**src/rtl/lane_pack_pkg.sv**
```systemverilog
package lane_pack_pkg;

    typedef enum logic {
        PACK_BOTH_LANES = 1'b0,
        PACK_LOW_LANE   = 1'b1
    } pack_mode_e;

    typedef enum logic {
        OUT_EMPTY = 1'b0,
        OUT_FULL  = 1'b1
    } out_state_e;

endpackage

```
**src/rtl/sat_narrow.sv**
```systemverilog
module sat_narrow #(
    parameter int SRC_W = 32,
    parameter int DST_W = 16
) (
    input  logic [SRC_W-1:0] din,
    output logic [DST_W-1:0] dout,
    output logic             clamped
);
    localparam int HEAD_W = SRC_W - DST_W + 1;

    logic [HEAD_W-1:0] head;
    logic              fits;

    // the value fits when every bit above the target sign bit copies the sign
    assign head    = din[SRC_W-1:DST_W-1];
    assign fits    = (&head) | ~(|head);
    assign clamped = ~fits;
    assign dout    = fits ? din[DST_W-1:0]
                          : {din[SRC_W-1], {(DST_W-1){~din[SRC_W-1]}}};
endmodule

```
**src/rtl/lane_pack.sv**
```systemverilog
module lane_pack #(
    parameter int SRC_W  = 32,
    parameter int DST_W  = 16,
    parameter int LANE_W = 128
) (
    input  logic [LANE_W-1:0]                           lane_a,
    input  logic [LANE_W-1:0]                           lane_b,
    output logic [2*(LANE_W/SRC_W)*DST_W-1:0]           lane_res,
    output logic [2*(LANE_W/SRC_W)-1:0]                 lane_sat
);
    localparam int PER_SRC = LANE_W / SRC_W;

    // A elements fill the low half of the lane, B elements the high half
    for (genvar e = 0; e < PER_SRC; e++) begin : g_elem
        sat_narrow #(.SRC_W(SRC_W), .DST_W(DST_W)) u_sat_a (
            .din     (lane_a[e*SRC_W +: SRC_W]),
            .dout    (lane_res[e*DST_W +: DST_W]),
            .clamped (lane_sat[e])
        );
        sat_narrow #(.SRC_W(SRC_W), .DST_W(DST_W)) u_sat_b (
            .din     (lane_b[e*SRC_W +: SRC_W]),
            .dout    (lane_res[(PER_SRC+e)*DST_W +: DST_W]),
            .clamped (lane_sat[PER_SRC+e])
        );
    end
endmodule

```
**src/rtl/lane_pack_unit.sv**
```systemverilog
module lane_pack_unit #(
    parameter int SRC_W     = 32,
    parameter int DST_W     = 16,
    parameter int LANE_W    = 128,
    parameter int NUM_LANES = 2,
    parameter bit REG_OUT   = 1'b1
) (
    input  logic                                            clk,
    input  logic                                            rst_n,
    input  logic                                            in_valid,
    input  logic                                            mode,
    input  logic [LANE_W*NUM_LANES-1:0]                     src_a,
    input  logic [LANE_W*NUM_LANES-1:0]                     src_b,
    output logic                                            out_valid,
    output logic [NUM_LANES*2*(LANE_W/SRC_W)*DST_W-1:0]     result,
    output logic [NUM_LANES*2*(LANE_W/SRC_W)-1:0]           sat_flags
);
    import lane_pack_pkg::*;

    localparam int LANE_ELEMS = 2 * (LANE_W / SRC_W);
    localparam int LANE_OUT_W = LANE_ELEMS * DST_W;
    localparam int RES_W      = NUM_LANES * LANE_OUT_W;
    localparam int FLAG_W     = NUM_LANES * LANE_ELEMS;

    pack_mode_e        pack_mode;
    logic [RES_W-1:0]  packed_res;
    logic [FLAG_W-1:0] packed_sat;

    assign pack_mode = pack_mode_e'(mode);

    for (genvar l = 0; l < NUM_LANES; l++) begin : g_lane
        logic [LANE_OUT_W-1:0] l_res;
        logic [LANE_ELEMS-1:0] l_sat;

        lane_pack #(.SRC_W(SRC_W), .DST_W(DST_W), .LANE_W(LANE_W)) u_lane (
            .lane_a   (src_a[l*LANE_W +: LANE_W]),
            .lane_b   (src_b[l*LANE_W +: LANE_W]),
            .lane_res (l_res),
            .lane_sat (l_sat)
        );

        if (l == 0) begin : g_low
            assign packed_res[0 +: LANE_OUT_W] = l_res;
            assign packed_sat[0 +: LANE_ELEMS] = l_sat;
        end else begin : g_upper
            logic active;
            assign active = (pack_mode == PACK_BOTH_LANES);
            assign packed_res[l*LANE_OUT_W +: LANE_OUT_W] = active ? l_res : '0;
            assign packed_sat[l*LANE_ELEMS +: LANE_ELEMS] = active ? l_sat : '0;
        end
    end

    if (REG_OUT) begin : g_reg
        out_state_e        state_q, state_d;
        logic [RES_W-1:0]  res_q;
        logic [FLAG_W-1:0] sat_q;

        // next-state decode
        always_comb begin
            state_d = state_q;
            unique case (state_q)
                OUT_EMPTY: if (in_valid)  state_d = OUT_FULL;
                OUT_FULL:  if (!in_valid) state_d = OUT_EMPTY;
                default:   state_d = OUT_EMPTY;
            endcase
        end

        // state register
        always_ff @(posedge clk or negedge rst_n) begin
            if (!rst_n) state_q <= OUT_EMPTY;
            else        state_q <= state_d;
        end

        // data register
        always_ff @(posedge clk or negedge rst_n) begin
            if (!rst_n) begin
                res_q <= '0;
                sat_q <= '0;
            end else if (in_valid) begin
                res_q <= packed_res;
                sat_q <= packed_sat;
            end
        end

        assign out_valid = (state_q == OUT_FULL);
        assign result    = res_q;
        assign sat_flags = sat_q;
    end else begin : g_comb
        assign out_valid = in_valid;
        assign result    = packed_res;
        assign sat_flags = packed_sat;
    end
endmodule

```
**config.mk**
```make
export PLATFORM = sky130hd
export DESIGN_NAME = lane_pack_unit
export DESIGN_NICKNAME = d
export VERILOG_FILES = /design/src/rtl/lane_pack_pkg.sv /design/src/rtl/sat_narrow.sv /design/src/rtl/lane_pack.sv /design/src/rtl/lane_pack_unit.sv
export SDC_FILE = /design/constraint.sdc
export NUM_CORES = 1
export LEC_CHECK = 0
export BUFFER_PORTS_ARGS = -buffer_cell sky130_fd_sc_hd__buf_2
export CAP_MARGIN = 20
export CORE_AREA = 3 3 308 310
export CTS_CLUSTER_DIAMETER = 50
export DETAILED_ROUTE_END_ITERATION = 10
export DIE_AREA = 0 0 311 313
export SLEW_MARGIN = 20
export SYNTH_ARGS = -nofsm -noshare
export SYNTH_HDL_FRONTEND = slang
export SYNTH_SLANG_ARGS = --single-unit
```
**constraint.sdc**
```tcl
create_clock -name clk -period 2.45 [get_ports clk]
set_input_delay 0.1225 -clock clk [delete_from_list [all_inputs] [get_ports clk]]
set_output_delay 0.1225 -clock clk [all_outputs]
set_load 0.03 [all_outputs]
```
==> results of run 1 <==
## worst max path at each step
stage,start,endpoint,cells past startpoint
after floorplan,src_b[207],result[229],6
after global placement,src_a[80],result[39],6
after detailed placement,src_a[80],result[43],7
after CTS,in_valid,result[35],6
after global routing,in_valid,result[35],6
final,in_valid,result[35],6
## power groups by stage
stage	clock [mW]	combinational (mW)	sequential, mW
after floorplan	0	0.738	5.86
final	7.12	3.19	5.06
after CTS	7.38	3.22	5.06
after detailed placement	0	2.87	5.13
after global routing	7.56	3.41	5.10
after global placement	0	2.85	5.12
## through the flow
stage	TNS [ns]	std cells	cell area (µm²)
6_report	0	3491	23380
5_1_grt	0	3491	23380
4_1_cts	0	3482	23350
3_5_place_dp	0	3131	19040
3_3_place_gp	-2.744	3131	19030
2_1_floorplan	0	1151	13580
## kinds of logic (layout without fill, tap and decap cells)
| group | count (synthesis) | after routing | share of synthesized area [%] |
|---|---|---|---|
| DFF | 273 | 273 | 50.31 |
| AOI/OAI and AO/OA | 256 | 256 | 18.36 |
| muxes | 16 | 16 | 1.253 |
| and+or+nand+nor | 474 | 474 | 24.05 |
| buffers and inverters | 132 | 1221 | 6.027 |
| other | 0 | 8 | 0 |
## cell usage after synthesis, types with 2 or more instances
master / n
nand3b_1: 8
inv_1: 24
mux2i_1: 8
buf_1: 3
nand4_1: 57
buf_2: 21
clkbuf_1: 35
o22ai_1: 8
nor4_4: 6
o21ai_0: 8
dfrtp_1: 273
nand3_1: 23
and4_1: 15
nor2_1: 16
buf_4: 21
nor4_2: 26
nor3_1: 7
nor4bb_2: 8
a311o_1: 240
mux2_2: 8
or2_1: 8
nor2b_1: 241
buf_6: 26
buf_8: 2
nand2b_1: 9
nor4_1: 49
## critical path, delay by kind of cell
| family | cells | cell delay, ns |
|---|---|---|
| compound gates | 1 | 0.24 |
| simple gates | 1 | 0.89 |
| buf+inv | 4 | 1.19 |
## final cells by class
cell class                      instances  area (µm²)
Multi-Input combinational cell        746        6045
Sequential cell                       273        6832
Timing Repair Buffer                 1106        7131
Fill cell                            9830       68560
Clock inverter                         39       459.2
Inverter                               24       90.09
Antenna cell                            8       20.02
Clock buffer                           52        1247
Tap cell                             1243        1555
## per-layer routing
metal,wire length (µm),global-route usage [%],vias up
met5,0,0,-
met4,2800,5.816,0
met3,5230,4.026,150
met2,37000,25.90,694
met1,25020,14.20,7235
li1,-,-,6653
## layout by cell type (no fill, tap or decap), types with 10 or more instances in the layout
master           n
clkbuf_16       49
nand3_1         23
dlygate4sd3_1  260
nand4_1         57
and4_1          15
buf_2          786
nor4_4          12
nor4_1          46
nor2_1          16
buf_12          10
inv_1           24
dfrtp_1        273
buf_4           47
nor2b_1        240
a311o_1        240
nor4_2          23
## flip-flops by register name (all words and copies together), names as in the netlist
| signal | cells |
|---|---|
| out_valid | 1 |
| result | 256 |
| sat_flags | 16 |
==> impl_metrics.yaml, run 1 <==
outcome:
  status: "completed"
setup_path:
  slowest_stage: "nor4bb_4"
  start_kind: "primary input"
  cp-end-kind: "register"
  critical-path-max-stage-delay_ns: 0.89
  arrival_ns: 2.52
  reg2reg_from: "result[238]"
  r2r_slack_ns: 1.45
  cp.required_ns: 2.96
  critPathMaxFanout: 58
  cp_common_cell: "buf_12"
  critical_path_class: "primary input to register"
  crit_path_cell_trace: "dlygate4sd3_1 > buf_8 > buf_12 > buf_12 > nor4bb_4 > a311o_1"
  r2r-end: "result[238]"
  r2r_cells: 2
routing:
  drt-total-wl_mm: 70.05
  first_iter_violations: 930
  drtAntennaViolNets: 0
  post_drt_wl_per_cell_um: 20.07
  num_vias: 14732
  post-route-drc-count: 0
  vias_per_cell: 4.220
  drt_pre_antenna_iters: 5
placement:
  portBuffers: 788
  globalplace.congestion: 0.9608
  place_hpwl_mm: 53.03
  pre_cts_ws_ns: 0.1770
pwr:
  p_comb_share_pct: 20.8
  vdd.ir_drop.worst_mv: 0.4938
  intPower_mw: 10.60
  switching_share_pct: 30.99
  powerDensity_nw_per_um2: 657.2
  clock_power_share_pct: 46.3
  p_total_mw: 15.37
  switchingPower_mw: 4.762
  p_seq_share_pct: 32.9
  p_leak_nw: 10.63
global_route:
  grt_pass1_wl_mm: 101.7
  grt_pass1_vias: 15534
  grt-ovfl-total: 0
  grt_usage_pct: 13.79
  grt_max_degree: 120
  antenna_found_initial: 15
die:
  num_rows: 111
  die_h_um: 313
  die-area_um2: 97340
  ioPinCount: 789
  die_x_um: 311
  core_um2: 91940
  initial_utilization_pct: 14.77
yosys:
  synth_top_area_share_pct: 50.31
  synth_area_leaders: "dfrtp_1, a311o_1, nor2b_1, nand4_1, nor4_2"
  synth_area_um2: 13580
  synth_nets: 1667
  ys_seq_area_share_pct: 50.31
  yosys_warnings: 0
  netlist_instances: 1151
  yosys.cell_types.count: 27
  synth.avg_cell_area_um2: 11.80
  yosys.area.top_type: "dfrtp_1"
  synthArstFlopShare_pct: 100.0
  synth_seq_cells: 273
  ys.flop_type: "dfrtp_1"
  synth_edf_count: 0
min_path:
  hp-class: "primary input to register"
  hold_depth: 4
  min_to: "result[255]"
  hp-start: "src_b[255]"
clock_network:
  clkLatencyLatePin_ns: 0.59
  ctsResizeCount: 0
  cts_tree: "yes"
  root_buffer: "clkbuf_16"
  hold_buffers: 260
  numCtsBuffers: 49
  cts_buffer_depth: 3
  postCtsSetupRepairBufs: 0
  htreeDepth: 2
  clk_pin_slew_ns: 0.05
  cts.sinks: 273
sta:
  holdWs_ns: 0.04843
  setup_viol: 0
  tightest_slew_ns: 1.083
  grt_setup_unrepaired: "false"
  max_slew_margin_pct: 27.29
  finalCritPeriodShare_pct: 81.72
  fin_skew_ns: 0
  period_needed_ns: 2.002
  slew_violations: 0
  layout_setup_ws_ns: 0.4478
  max_freq_ghz: 0.4995
  final_hold_viol_count: 0
layout:
  area_growth_syn_to_layout_pct: 72.18
  fin_util_pct: 25.43
  drive_gt1_share_pct: 44.11
  fin_nets: 2716
job:
  maxCapViolCount: 0
(Power assumes the default switching activity.)
==> inputs of run 2 (changes only) <==
--- a/config.mk
+++ b/config.mk
@@ -7,10 +7,10 @@
 export LEC_CHECK = 0
 export BUFFER_PORTS_ARGS = -buffer_cell sky130_fd_sc_hd__buf_2
 export CAP_MARGIN = 20
-export CORE_AREA = 3 3 308 310
+export CORE_AREA = 3 3 309 311
 export CTS_CLUSTER_DIAMETER = 50
 export DETAILED_ROUTE_END_ITERATION = 10
-export DIE_AREA = 0 0 311 313
+export DIE_AREA = 0 0 312 314
 export SLEW_MARGIN = 20
 export SYNTH_ARGS = -nofsm -noshare
 export SYNTH_HDL_FRONTEND = slang
==> constraint.sdc (replaced) <==
create_clock -name clk -period 2.1 [get_ports clk]
set_input_delay 0.105 -clock clk [delete_from_list [all_inputs] [get_ports clk]]
set_output_delay 0.105 -clock clk [all_outputs]
set_load 0.03 [all_outputs]
==> run 2 against run 1 <==
Global-route usage down 0.21 points. Combinational power up 17%. First-iteration DRC count down 2.5%. Cell count up 0.63%. Clock skew unchanged. Clock power up 9.1%. Sequential cell count unchanged. Register-to-register slack worse by 0.34 ns. Sequential share of layout area down 0.067 points. Die area up 0.64%. Worst hold slack better by 0.0081 ns. Largest power group unchanged. Highest routed layer unchanged.
==> impl_metrics.yaml, run 2 (same netlist as run 1, synthesis figures left out) <==
setup_path:
  cp.required_ns: 2.61
  critical-path-max-stage-delay_ns: 0.81
  critPathMaxFanout: 28
  slowest_stage: "nor4bb_4"
  arrival_ns: 2.35
  cp-end-kind: "register"
  critical_path_class: "primary input to register"
  r2r_slack_ns: 1.11
  cp_top_family: "buffers and inverters"
  path_buf_inv: 4
  start_kind: "primary input"
  crit_path_cell_trace: "dlygate4sd3_1 > buf_8 > buf_12 > buf_4 > nor4bb_4 > a311o_1"
die:
  die_x_um: 312
  die_h_um: 314
  ioPinCount: 789
  initial_utilization_pct: 14.59
  num_rows: 112
  die-area_um2: 97970
  core_um2: 93050
clock_network:
  htreeDepth: 2
  clk_pin_slew_ns: 0.05
  cts.sinks: 273
  cts_tree: "yes"
  numCtsBuffers: 45
  cts_buffer_depth: 3
  root_buffer: "clkbuf_16"
  clkLatencyLatePin_ns: 0.58
  postCtsSetupRepairBufs: 0
layout:
  drive_gt1_share_pct: 43.79
  layout_commonest_cell: "buf_2"
  fin_nets: 2720
  fin_util_pct: 25.18
  area_growth_syn_to_layout_pct: 72.58
  largest_reg_flops: 256
  final_cell_mix: "buf_2, dfrtp_1, dlygate4sd3_1"
routing:
  drt-total-wl_mm: 70.02
  vias_per_cell: 4.185
  post-route-drc-count: 0
  first_iter_violations: 907
  drtAntennaViolNets: 0
  drt_pre_antenna_iters: 5
  num_vias: 14702
  post_drt_wl_per_cell_um: 19.93
pwr:
  intPower_mw: 12.09
  p_comb_share_pct: 21.4
  p_leak_nw: 10.63
  clock_power_share_pct: 44.6
  powerDensity_nw_per_um2: 742.6
  p_seq_share_pct: 34.0
  switchingPower_mw: 5.314
  vdd.ir_drop.worst_mv: 0.5153
  p_total_mw: 17.40
  switching_share_pct: 30.54
sta:
  setup_viol: 0
  final_hold_viol_count: 0
  max_freq_ghz: 0.5433
  period_needed_ns: 1.841
  fin_skew_ns: 0
  slew_violations: 0
  holdWs_ns: 0.05653
  max_slew_margin_pct: 26.82
  tightest_slew_ns: 1.096
  layout_setup_ws_ns: 0.2594
  finalCritPeriodShare_pct: 87.65
  grt_setup_unrepaired: "false"
global_route:
  antenna_found_initial: 23
  grt_pass1_wl_mm: 100.6
  grt_usage_pct: 13.58
  grt_pass1_vias: 15618
  grt_max_degree: 98
  grt-ovfl-total: 0
placement:
  globalplace.congestion: 0.9134
  place_hpwl_mm: 53.13
  portBuffers: 788
  pre_cts_ws_ns: -0.3215
min_path:
  hp-class: "primary input to register"
outcome:
  status: "completed"
job:
  maxCapViolCount: 0
-- run 2: changes by cell type in the layout (fill, tap and decap cells not counted), moves of 3 or more --
| cell | before | now |
|---|---|---|
| buf_12 | 10 | 13 |
| buf_4 | 47 | 51 |
| clkbuf_1 | 2 | 7 |
| clkbuf_16 | 49 | 45 |
| clkbuf_8 | 1 | 10 |
| clkinv_2 | 7 | 1 |
| clkinvlp_4 | 7 | 3 |
| diode_2 | 8 | 19 |
| inv_8 | 4 | 0 |
| nor4bb_2 | 4 | 1 |
| nor4bb_4 | 4 | 7 |
-- run 2: layout make-up --
cell class | count | area, µm²
tap | 1254 | 1569
clock inverter | 21 | 304.0
antenna | 19 | 47.55
timing repair buffer | 1114 | 7229
inverter | 24 | 90.09
clock buffer | 62 | 1290
fill | 10007 | 69620
sequential | 273 | 6832
multi-input combinational | 746 | 6071
-- run 2: final timing paths --
path | start | endpoint | cells past startpoint
max | in_valid | result[116] | 6
min | mode | result[175] | 4
max reg2reg | result[161] | result[161] | 2
min reg2reg | result[63] | result[63] | 1
max in group asynchronous | rst_n | result[107] | 3
min in group asynchronous | rst_n | result[214] | 2
-- run 2: worst register-to-register path, stage by stage (launching register included) --
cell and delay, ns:
dfrtp_1 0.44, nor2b_1 0.16, a311o_1 0.28
-- run 2: metrics by stage --
stage	area [µm²]	setup TNS, ns	std cells
2_1_floorplan	13580	0	1151
3_3_place_gp	19150	-33.31	3147
3_5_place_dp	19160	-9.528	3148
4_1_cts	23380	0	3493
5_1_grt	23430	0	3512
6_report	23430	0	3513
-- run 2: timing repair --
item                       CTS  global route
hold buffers               262             0
gates resized for setup      0             0
setup endpoints to repair    0             0
hold endpoints to repair   518             0
-- run 2: layer usage --
layer / vias to the layer above / GRT usage (%) / wire, µm
met5: - / 0 / 0
met4: 0 / 6.623 / 3259
met3: 136 / 4.549 / 5739
met2: 676 / 24.74 / 36150
met1: 7216 / 13.91 / 24870
li1: 6674 / - / -
-- run 2: power by group through the flow --
stage | combinational, mW | sequential, mW | clock [mW]
final | 3.72 | 5.91 | 7.77
after global routing | 3.98 | 5.96 | 8.24
after CTS | 3.76 | 5.91 | 8.04
after detailed placement | 3.33 | 5.99 | 0
after global placement | 3.31 | 5.98 | 0
after floorplan | 0.861 | 6.83 | 0
